File: src/rtl/tmr_pkg.sv
package tmr_pkg;
  localparam int REG_W        = 8;
  localparam int RATE_W       = 2;
  localparam int RATE_LSB     = 0;
  localparam int OVF_EN_BIT   = 2;
  localparam int RTI_EN_BIT   = 3;
  localparam int OVF_CLR_BIT  = 4;
  localparam int RTI_CLR_BIT  = 5;
  localparam int RTI_FLAG_BIT = 6;
  localparam int OVF_FLAG_BIT = 7;

  typedef struct packed {
    logic              ovf_flag;
    logic              rti_flag;
    logic              rti_en;
    logic              ovf_en;
    logic [RATE_W-1:0] rate;
  } tmr_state_t;
endpackage

File: src/rtl/tmr_chain.sv
module tmr_chain #(
  parameter int CHAIN_W    = 17,
  parameter int STAB_LONG  = 4064,
  parameter int STAB_SHORT = 128
) (
  input  logic               clk_i,
  input  logic               rst_ni,
  input  logic               short_i,
  output logic [CHAIN_W-1:0] div_o,
  output logic               run_o
);
  localparam logic [CHAIN_W-1:0] LAST_LONG  = CHAIN_W'(STAB_LONG - 1);
  localparam logic [CHAIN_W-1:0] LAST_SHORT = CHAIN_W'(STAB_SHORT - 1);

  logic [CHAIN_W-1:0] stab_last;
  assign stab_last = short_i ? LAST_SHORT : LAST_LONG;

  // one chain: first times the start-up delay, then runs free
  always_ff @(posedge clk_i or negedge rst_ni) begin
    if (!rst_ni) begin
      div_o <= '0;
      run_o <= 1'b0;
    end else if (!run_o && div_o == stab_last) begin
      div_o <= '0;
      run_o <= 1'b1;
    end else begin
      div_o <= div_o + 1'b1;
    end
  end
endmodule

File: src/rtl/tmr_events.sv
module tmr_events #(
  parameter int CHAIN_W  = 17,
  parameter int PRE_W    = 2,
  parameter int VIEW_W   = 8,
  parameter int RTI_BASE = 14,
  parameter int RATE_W   = 2
) (
  input  logic [CHAIN_W-1:0] div_i,
  input  logic               run_i,
  input  logic [RATE_W-1:0]  rate_i,
  output logic               ovf_evt_o,
  output logic               rti_evt_o,
  output logic [VIEW_W-1:0]  view_o
);
  localparam int OVF_W  = PRE_W + VIEW_W;
  localparam int N_TAPS = 1 << RATE_W;

  logic [N_TAPS-1:0] tap_hit;

  // a tap fires on the cycle its low bits are all ones (carry next edge)
  for (genvar g = 0; g < N_TAPS; g++) begin : g_tap
    assign tap_hit[g] = &div_i[RTI_BASE+g-1:0];
  end

  assign ovf_evt_o = run_i & (&div_i[OVF_W-1:0]);
  assign rti_evt_o = run_i & tap_hit[rate_i];
  assign view_o    = div_i[OVF_W-1:PRE_W];
endmodule

File: src/rtl/tmr_regs.sv
module tmr_regs
  import tmr_pkg::*;
(
  input  logic             clk_i,
  input  logic             rst_ni,
  input  logic             wr_en_i,
  input  logic [REG_W-1:0] wr_data_i,
  input  logic             ovf_evt_i,
  input  logic             rti_evt_i,
  output logic [RATE_W-1:0] rate_o,
  output logic [REG_W-1:0] rdata_o,
  output logic             irq_o,
  output logic             tick_o
);
  tmr_state_t st_q, st_d;
  logic       tick_q;

  always_comb begin
    st_d = st_q;
    if (ovf_evt_i)                              st_d.ovf_flag = 1'b1;
    else if (wr_en_i && wr_data_i[OVF_CLR_BIT]) st_d.ovf_flag = 1'b0;
    if (rti_evt_i)                              st_d.rti_flag = 1'b1;
    else if (wr_en_i && wr_data_i[RTI_CLR_BIT]) st_d.rti_flag = 1'b0;
    if (wr_en_i) begin
      st_d.ovf_en = wr_data_i[OVF_EN_BIT];
      st_d.rti_en = wr_data_i[RTI_EN_BIT];
      st_d.rate   = wr_data_i[RATE_LSB +: RATE_W];
    end
  end

  always_ff @(posedge clk_i or negedge rst_ni) begin
    if (!rst_ni) begin
      st_q   <= '0;
      tick_q <= 1'b0;
    end else begin
      st_q   <= st_d;
      tick_q <= rti_evt_i;
    end
  end

  always_comb begin
    rdata_o                        = '0;
    rdata_o[OVF_FLAG_BIT]          = st_q.ovf_flag;
    rdata_o[RTI_FLAG_BIT]          = st_q.rti_flag;
    rdata_o[OVF_EN_BIT]            = st_q.ovf_en;
    rdata_o[RTI_EN_BIT]            = st_q.rti_en;
    rdata_o[RATE_LSB +: RATE_W]    = st_q.rate;
  end

  assign rate_o = st_q.rate;
  assign irq_o  = (st_q.ovf_flag & st_q.ovf_en) | (st_q.rti_flag & st_q.rti_en);
  assign tick_o = tick_q;
endmodule

File: src/rtl/timer_multi.sv
module timer_multi #(
  parameter int PRE_W      = 2,
  parameter int VIEW_W     = 8,
  parameter int RTI_BASE   = 14,
  parameter int STAB_LONG  = 4064,
  parameter int STAB_SHORT = 128
) (
  input  logic              clk_i,
  input  logic              rst_ni,
  input  logic              short_delay_i,
  input  logic              wr_en_i,
  input  logic [7:0]        wr_data_i,
  output logic [7:0]        ctrl_rdata_o,
  output logic [VIEW_W-1:0] cnt_o,
  output logic              irq_o,
  output logic              rti_tick_o,
  output logic              stab_done_o
);
  import tmr_pkg::*;

  localparam int CHAIN_W = RTI_BASE + (1 << RATE_W) - 1;

  logic [CHAIN_W-1:0] div;
  logic               run;
  logic [RATE_W-1:0]  rate;
  logic               ovf_evt, rti_evt;

  tmr_chain #(
    .CHAIN_W(CHAIN_W), .STAB_LONG(STAB_LONG), .STAB_SHORT(STAB_SHORT)
  ) u_chain (
    .clk_i(clk_i), .rst_ni(rst_ni), .short_i(short_delay_i),
    .div_o(div), .run_o(run)
  );

  tmr_events #(
    .CHAIN_W(CHAIN_W), .PRE_W(PRE_W), .VIEW_W(VIEW_W),
    .RTI_BASE(RTI_BASE), .RATE_W(RATE_W)
  ) u_events (
    .div_i(div), .run_i(run), .rate_i(rate),
    .ovf_evt_o(ovf_evt), .rti_evt_o(rti_evt), .view_o(cnt_o)
  );

  tmr_regs u_regs (
    .clk_i(clk_i), .rst_ni(rst_ni),
    .wr_en_i(wr_en_i), .wr_data_i(wr_data_i),
    .ovf_evt_i(ovf_evt), .rti_evt_i(rti_evt),
    .rate_o(rate), .rdata_o(ctrl_rdata_o),
    .irq_o(irq_o), .tick_o(rti_tick_o)
  );

  assign stab_done_o = run;
endmodule

File: config.mk
export PLATFORM = sky130hd
export DESIGN_NAME = timer_multi
export DESIGN_NICKNAME = d
export VERILOG_FILES = /design/src/rtl/tmr_pkg.sv /design/src/rtl/tmr_chain.sv /design/src/rtl/tmr_events.sv /design/src/rtl/tmr_regs.sv /design/src/rtl/timer_multi.sv
export SDC_FILE = /design/constraint.sdc
export NUM_CORES = 1
export LEC_CHECK = 0
export ABC_AREA = 0
export CORE_ASPECT_RATIO = 1.5
export CORE_MARGIN = 2
export CORE_UTILIZATION = 52
export DETAILED_ROUTE_END_ITERATION = 10
export GPL_ROUTABILITY_DRIVEN = 0
export PLACE_DENSITY = 0.82
export SETUP_SLACK_MARGIN = 0.1
export SYNTH_ARGS = -nofsm -noshare
export SYNTH_HDL_FRONTEND = slang
export SYNTH_HIERARCHICAL = 1
export SYNTH_SLANG_ARGS = --single-unit
File: constraint.sdc
create_clock -name clk_i -period 3.4 [get_ports clk_i]
set_clock_uncertainty 0.1 [all_clocks]
set_input_delay 0.68 -clock clk_i [delete_from_list [all_inputs] [get_ports clk_i]]
set_output_delay 0.68 -clock clk_i [all_outputs]
set_load 0.05 [all_outputs]
After elaboration in Yosys (flattened, before gate mapping)

Cells that the tools add are included.

Add/subtract/negate cells: 1
$mul: 0
Div/mod/pow operators: 0
Order comparisons: 1
Equality and inequality tests: 1
Shift operators: 0
Multiplexer cells: 8
Bitwise operators: 5
Reductions and logical operators: 11

Operator list:

| operator                | count |
|---|---|
| $add A17 B1 Y17 const B | 1 |
| $eq A17 B17 Y1          | 1 |
| $mux W17                | 1 |
| $reduce_and A17 Y1      | 1 |
| $reduce_and A16 Y1      | 1 |
| $reduce_and A15 Y1      | 1 |
| $reduce_and A14 Y1      | 1 |
| $mux W12                | 1 |
| $reduce_and A10 Y1      | 1 |
| $mux W1                 | 5 |
| $and A1 B1 Y1           | 4 |
| $reduce_bool A2 Y1      | 2 |
| $logic_and A1 B1 Y1     | 3 |
| $lt A2 B3 Y1 const B    | 1 |
| $bmux W1 S2             | 1 |
| $logic_not A1 Y1        | 1 |
| $or A1 B1 Y1            | 1 |

Register bits: 25
Latch bits: 0
Bits in writable memories: 0
Memory bits (read-only): 0
Input port bits: 12
Output and inout port bits: 19
Logic and storage cells: 35
Memories: 0

Depth between registers and ports, before layout

Depth in word-level cells: 5
Depth in mapped cells: 6
Depth with buffers taken out: 5

By module

Netlist, hierarchy kept.

Modules (own cells, without submodules):

| module     | instances | cells each | area an instance (µm²) | sequential area each (µm²) |
|---|---|---|---|---|
| tmr_chain  | 1         | 79         | 849.6                  | 450.4 |
| tmr_regs   | 1         | 21         | 285.3                  | 175.2 |
| tmr_events | 1         | 19         | 125.1                  | 0.0 |

Worst setup path before layout

OpenSTA, ideal clock, no wires.

Path kind: register to output
Start point: register u_regs.st_q (netlist bit u_regs/rdata_o[2])
End point: output port irq_o
Arrival time: 1,147 ps
Required time: 2,620 ps
Path slack: 1,473 ps
Cell stages (with the launch flop): 2
Buffers on the path: 0
Cell sequence: dfrtp_1 a22o_1

Longest elaborated chain between the ends: 2

RTL lines:

| item                   | line              | source |
|---|---|---|
| start, declared        | tmr_regs.sv:15    | `tmr_state_t st_q, st_d;` |
| start signal, assigned | tmr_regs.sv:36    | `st_q <= st_d;` |
| $and A1 B1 Y1          | tmr_regs.sv:51    | `assign irq_o = (st_q.ovf_flag & st_q.ovf_en) \| (st_q.rti_flag & st_q.rti_en);` |
| $or A1 B1 Y1           | tmr_regs.sv:51    |  |
| end, declared          | timer_multi.sv:15 | `output logic irq_o,` |

No other way between the ends.

Worst setup path after layout

Start point: register u_chain.div_o[5]
End point: output port cnt_o[3]

RTL lines:

| item                   | line              | source |
|---|---|---|
| start, declared        | tmr_chain.sv:9    | `output logic [CHAIN_W-1:0] div_o,` |
| start signal, assigned | tmr_chain.sv:27   | `div_o <= div_o + 1'b1;` |
| end, declared          | timer_multi.sv:14 | `output logic [VIEW_W-1:0] cnt_o,` |

No word-level cell between the ends.

==> results by group <==
Floorplanning
  • FP Rows: 21
  • Die height: 64.3 um
  • Top Ports: 31
  • Die area: 0.00284 mm^2
  • Initial Util: 55.8%
  • Die Width: 44.2 um
  • Core area: 0.00226 mm^2

Critical path
  • CP startpoint kind: flip-flop
  • Top fanout value on the critical path: 9
  • Largest stage delay, worst path: 870 ps
  • Slowest-stage cell, CP: clkdlybuf4s50_1
  • Critical path cell sequence: clkdlybuf4s50_1
  • WP data arrival: between 1500 and 2000 ps
  • WP data required: 2620 ps
  • Worst path bufs/invs: 1
  • Worst path top cell family by delay: buffers and inverters
  • Critical path class: reg2out
  • Worst setup EP type: output port

Layout
  • Layout cells sized above 1: 10.1%
  • Fill count: 182
  • # diodes: 0
  • Area Overhead vs Synth: 17.9%
  • Net count, final: roughly 150

Clock tree
  • PostCTS Resize Cnt: 0
  • Max clock buf depth: 2
  • # clock sinks: 25
  • Post-CTS Setup Inserts: 0
  • Clk_lat worst skew: 310 ps
  • H-Tree Depth: 1
  • Worst-path clk slew: 120 ps
  • Root buf cell: clkbuf_4
  • TritonCTS Buffers: 3
  • CTS tree: yes
  • CTS Hold Bufs: 0

Global routing
  • Gr usage total: 19.9%
  • Largest net degree at the start of global routing: 26
  • Routing usage on met2: 32.7%
  • Total gr overflow: 0
  • Most crowded layer after global routing: met2
  • Met3 Use GR: under 10%
  • GR Layer Usage met1: 23.2%
  • Vias in the first global route: 921
  • Global-route wire length before repair: about 4100 um
  • Initial antenna violation count: 0

Logic synthesis
  • Post-synth top area share: around half
  • Post-synthesis sequential area ratio: a little under 50%
  • Count of cell types in the netlist: 28
  • Synthesis-stage register bit count: 25
  • Ys flop type: dfrtp_1
  • EDFF count, synth: 0
  • Synth area leader: dfrtp_1
  • Synthesis Warnings: 6
  • Post-Syn Instances: 119
  • Synth top area cells: dfrtp_1 (50%), buf_4 (7.1%), xnor2_1 (7.0%)
  • Syn Area/Cell: 10.6 um^2
  • Synth Cell Area: 0.00126 mm^2
  • Fraction of registers with async set/reset: 100%

Routing
  • Total wire length: between 2000 and 2500 um
  • Detailed Route Iter0 Violations: 35
  • Via count: 923
  • Drt first pass iters: 4
  • Antenna Nets Post-Route: 0
  • DR WL/cell: 15.3 um
  • Drt drc: 0
  • Vias per std cell: 5.73

Outcome
  • Status: completed

Power and ir drop
  • Comb power frac: about 44%
  • Sw frac: 46.8%
  • P_sw: 0.516 mW
  • VDD IR max: 0.607 mV
  • PD cells: between 700 and 800 mW/mm^2
  • Pint: 0.586 mW
  • Clock network fraction of design power: ~11%
  • Flop pwr share: 44.4%
  • Leak: 0.617 nW

Timing
  • RSZ-0062 raised after global routing: no
  • Setup TNS: 0 ps
  • Fin. Hold Viols: 0
  • Final worst path period need: 2480 ps
  • Period utilisation layout: 73.0%
  • Slew at the pin with the worst max-slew slack: 654 ps
  • Max Fclk: between 0.4 and 0.5 GHz
  • Fin worst setup slack: 918 ps
  • Final setup viols: 0
  • Max Transition Viols Final: 0
  • Max-slew headroom: 56.0%

Place
  • Dpl ws: ~800 ps
  • Hpwl dp: 1810 um
  • Number of port buffers: 26

Flow run
  • Max cap viols: 0

Worst hold path
  • Worst min path class: reg2reg
[cell usage in the layout, fill, tap and decap left out]
cell | netlist | layout
nor4b_1 | 2 | 2
nand2_1 | 7 | 7
xnor2_1 | 10 | 10
ha_1 | 1 | 1
a2111oi_2 | 1 | 1
conb_1 | 1 | 2
nor2_1 | 13 | 13
or3_1 | 1 | 1
o21ai_0 | 1 | 1
buf_4 | 12 | 1
clkdlybuf4s50_1 | 0 | 26
a21oi_2 | 1 | 1
nand3_1 | 9 | 9
or2_1 | 1 | 1
and4_2 | 1 | 1
nor4_1 | 4 | 4
inv_1 | 2 | 2
nand4_1 | 7 | 7
clkbuf_4 | 0 | 3
and3_1 | 1 | 1
clkbuf_1 | 0 | 1
xor2_1 | 5 | 5
mux2_2 | 4 | 4
and2b_2 | 1 | 1
nor3_1 | 3 | 3
a21o_1 | 2 | 2
a22o_1 | 1 | 1
or4_4 | 1 | 1
nand3_2 | 1 | 1
dfrtp_1 | 25 | 25
[state kept, by name, indices dropped and copies added (netlist names)]
signal	cells
u_regs/tick_o	1
u_regs/rate_o	2
u_regs/rdata_o	4
u_chain/run_o	1
u_chain/div_o	17
[worst paths after layout]
check | start | end | slack [ps] | cells after the start
max | u_chain/div_o[5]$_DFF_PN0_ | cnt_o[3] | 920 | 1
min | u_chain/div_o[16]$_DFF_PN0_ | u_chain/div_o[16]$_DFF_PN0_ | 420 | 1
max reg2reg | u_chain/div_o[7]$_DFF_PN0_ | u_chain/div_o[1]$_DFF_PN0_ | 1330 | 4
min reg2reg | u_chain/div_o[16]$_DFF_PN0_ | u_chain/div_o[16]$_DFF_PN0_ | 420 | 1
max in group asynchronous | rst_ni | u_chain/div_o[7]$_DFF_PN0_ | 2350 | 2
min in group asynchronous | rst_ni | u_chain/div_o[12]$_DFF_PN0_ | 610 | 2
[cells by family (layout without fill, tap and decap cells)]
logic type / after synthesis / in the layout / synth area share (%)
other: 1 / 2 / 0.298
muxes: 4 / 4 / 3.57
and+or+nand+nor: 52 / 52 / 22.2
DFF: 25 / 25 / 49.7
xor gates and xnor gates: 15 / 15 / 10.4
adders and majority gates: 1 / 1 / 0.993
buffers and inverters: 15 / 33 / 8.64
AOI/OAI and AO/OA: 6 / 6 / 4.17
[power by group through the flow]
stage                     sequential [mW]  clock, mW  combinational [mW]
after floorplan                     0.474          0               0.405
after global placement              0.488          0               0.476
after detailed placement            0.493          0               0.485
after CTS                           0.486      0.133               0.488
after global routing                0.502      0.145               0.517
final                               0.489      0.126               0.486
[Yosys cell counts, drive strengths merged, types with 2 or more instances]
cell type  number
dfrtp          25
buf            13
nor2           13
nand3          10
xnor2          10
nand2           7
nand4           7
xor2            5
mux2            4
nor4            4
nor3            3
a21o            2
inv             2
nor4b           2
[final cells by class]
class | instances | area [um^2] | share of cell area (%)
sequential | 25 | 626 | 42.1
timing repair buffer | 27 | 268 | 18.0
clock buffer | 4 | 26.3 | 1.77
tap | 23 | 28.8 | 1.94
multi-input combinational | 80 | 529 | 35.6
inverter | 2 | 7.51 | 0.505
[layer usage]
| metal | up-vias | routed length (um) |
|---|---|---|
| li1 | 437 | - |
| met2 | 42 | 1260 |
| met3 | 10 | 155 |
| met4 | 0 | 62 |
| met1 | 434 | 989 |
| met5 | - | 0 |
[per-stage QoR]
stage / utilization [%] / instances / power, mW / hold WS, ps / area, um^2
3_5_place_dp: 64.6 / 157 / 0.978 / 398 / 1460
6_report: 65.7 / 161 / 1.10 / 418 / 1490
2_1_floorplan: - / 120 / 0.878 / 284 / 1260
5_1_grt: 65.7 / 161 / 1.16 / 425 / 1490
4_1_cts: 65.7 / 161 / 1.11 / 418 / 1490
3_3_place_gp: 64.6 / 157 / 0.965 / 388 / 1460
Note: power is estimated with default switching activity, not from simulation.
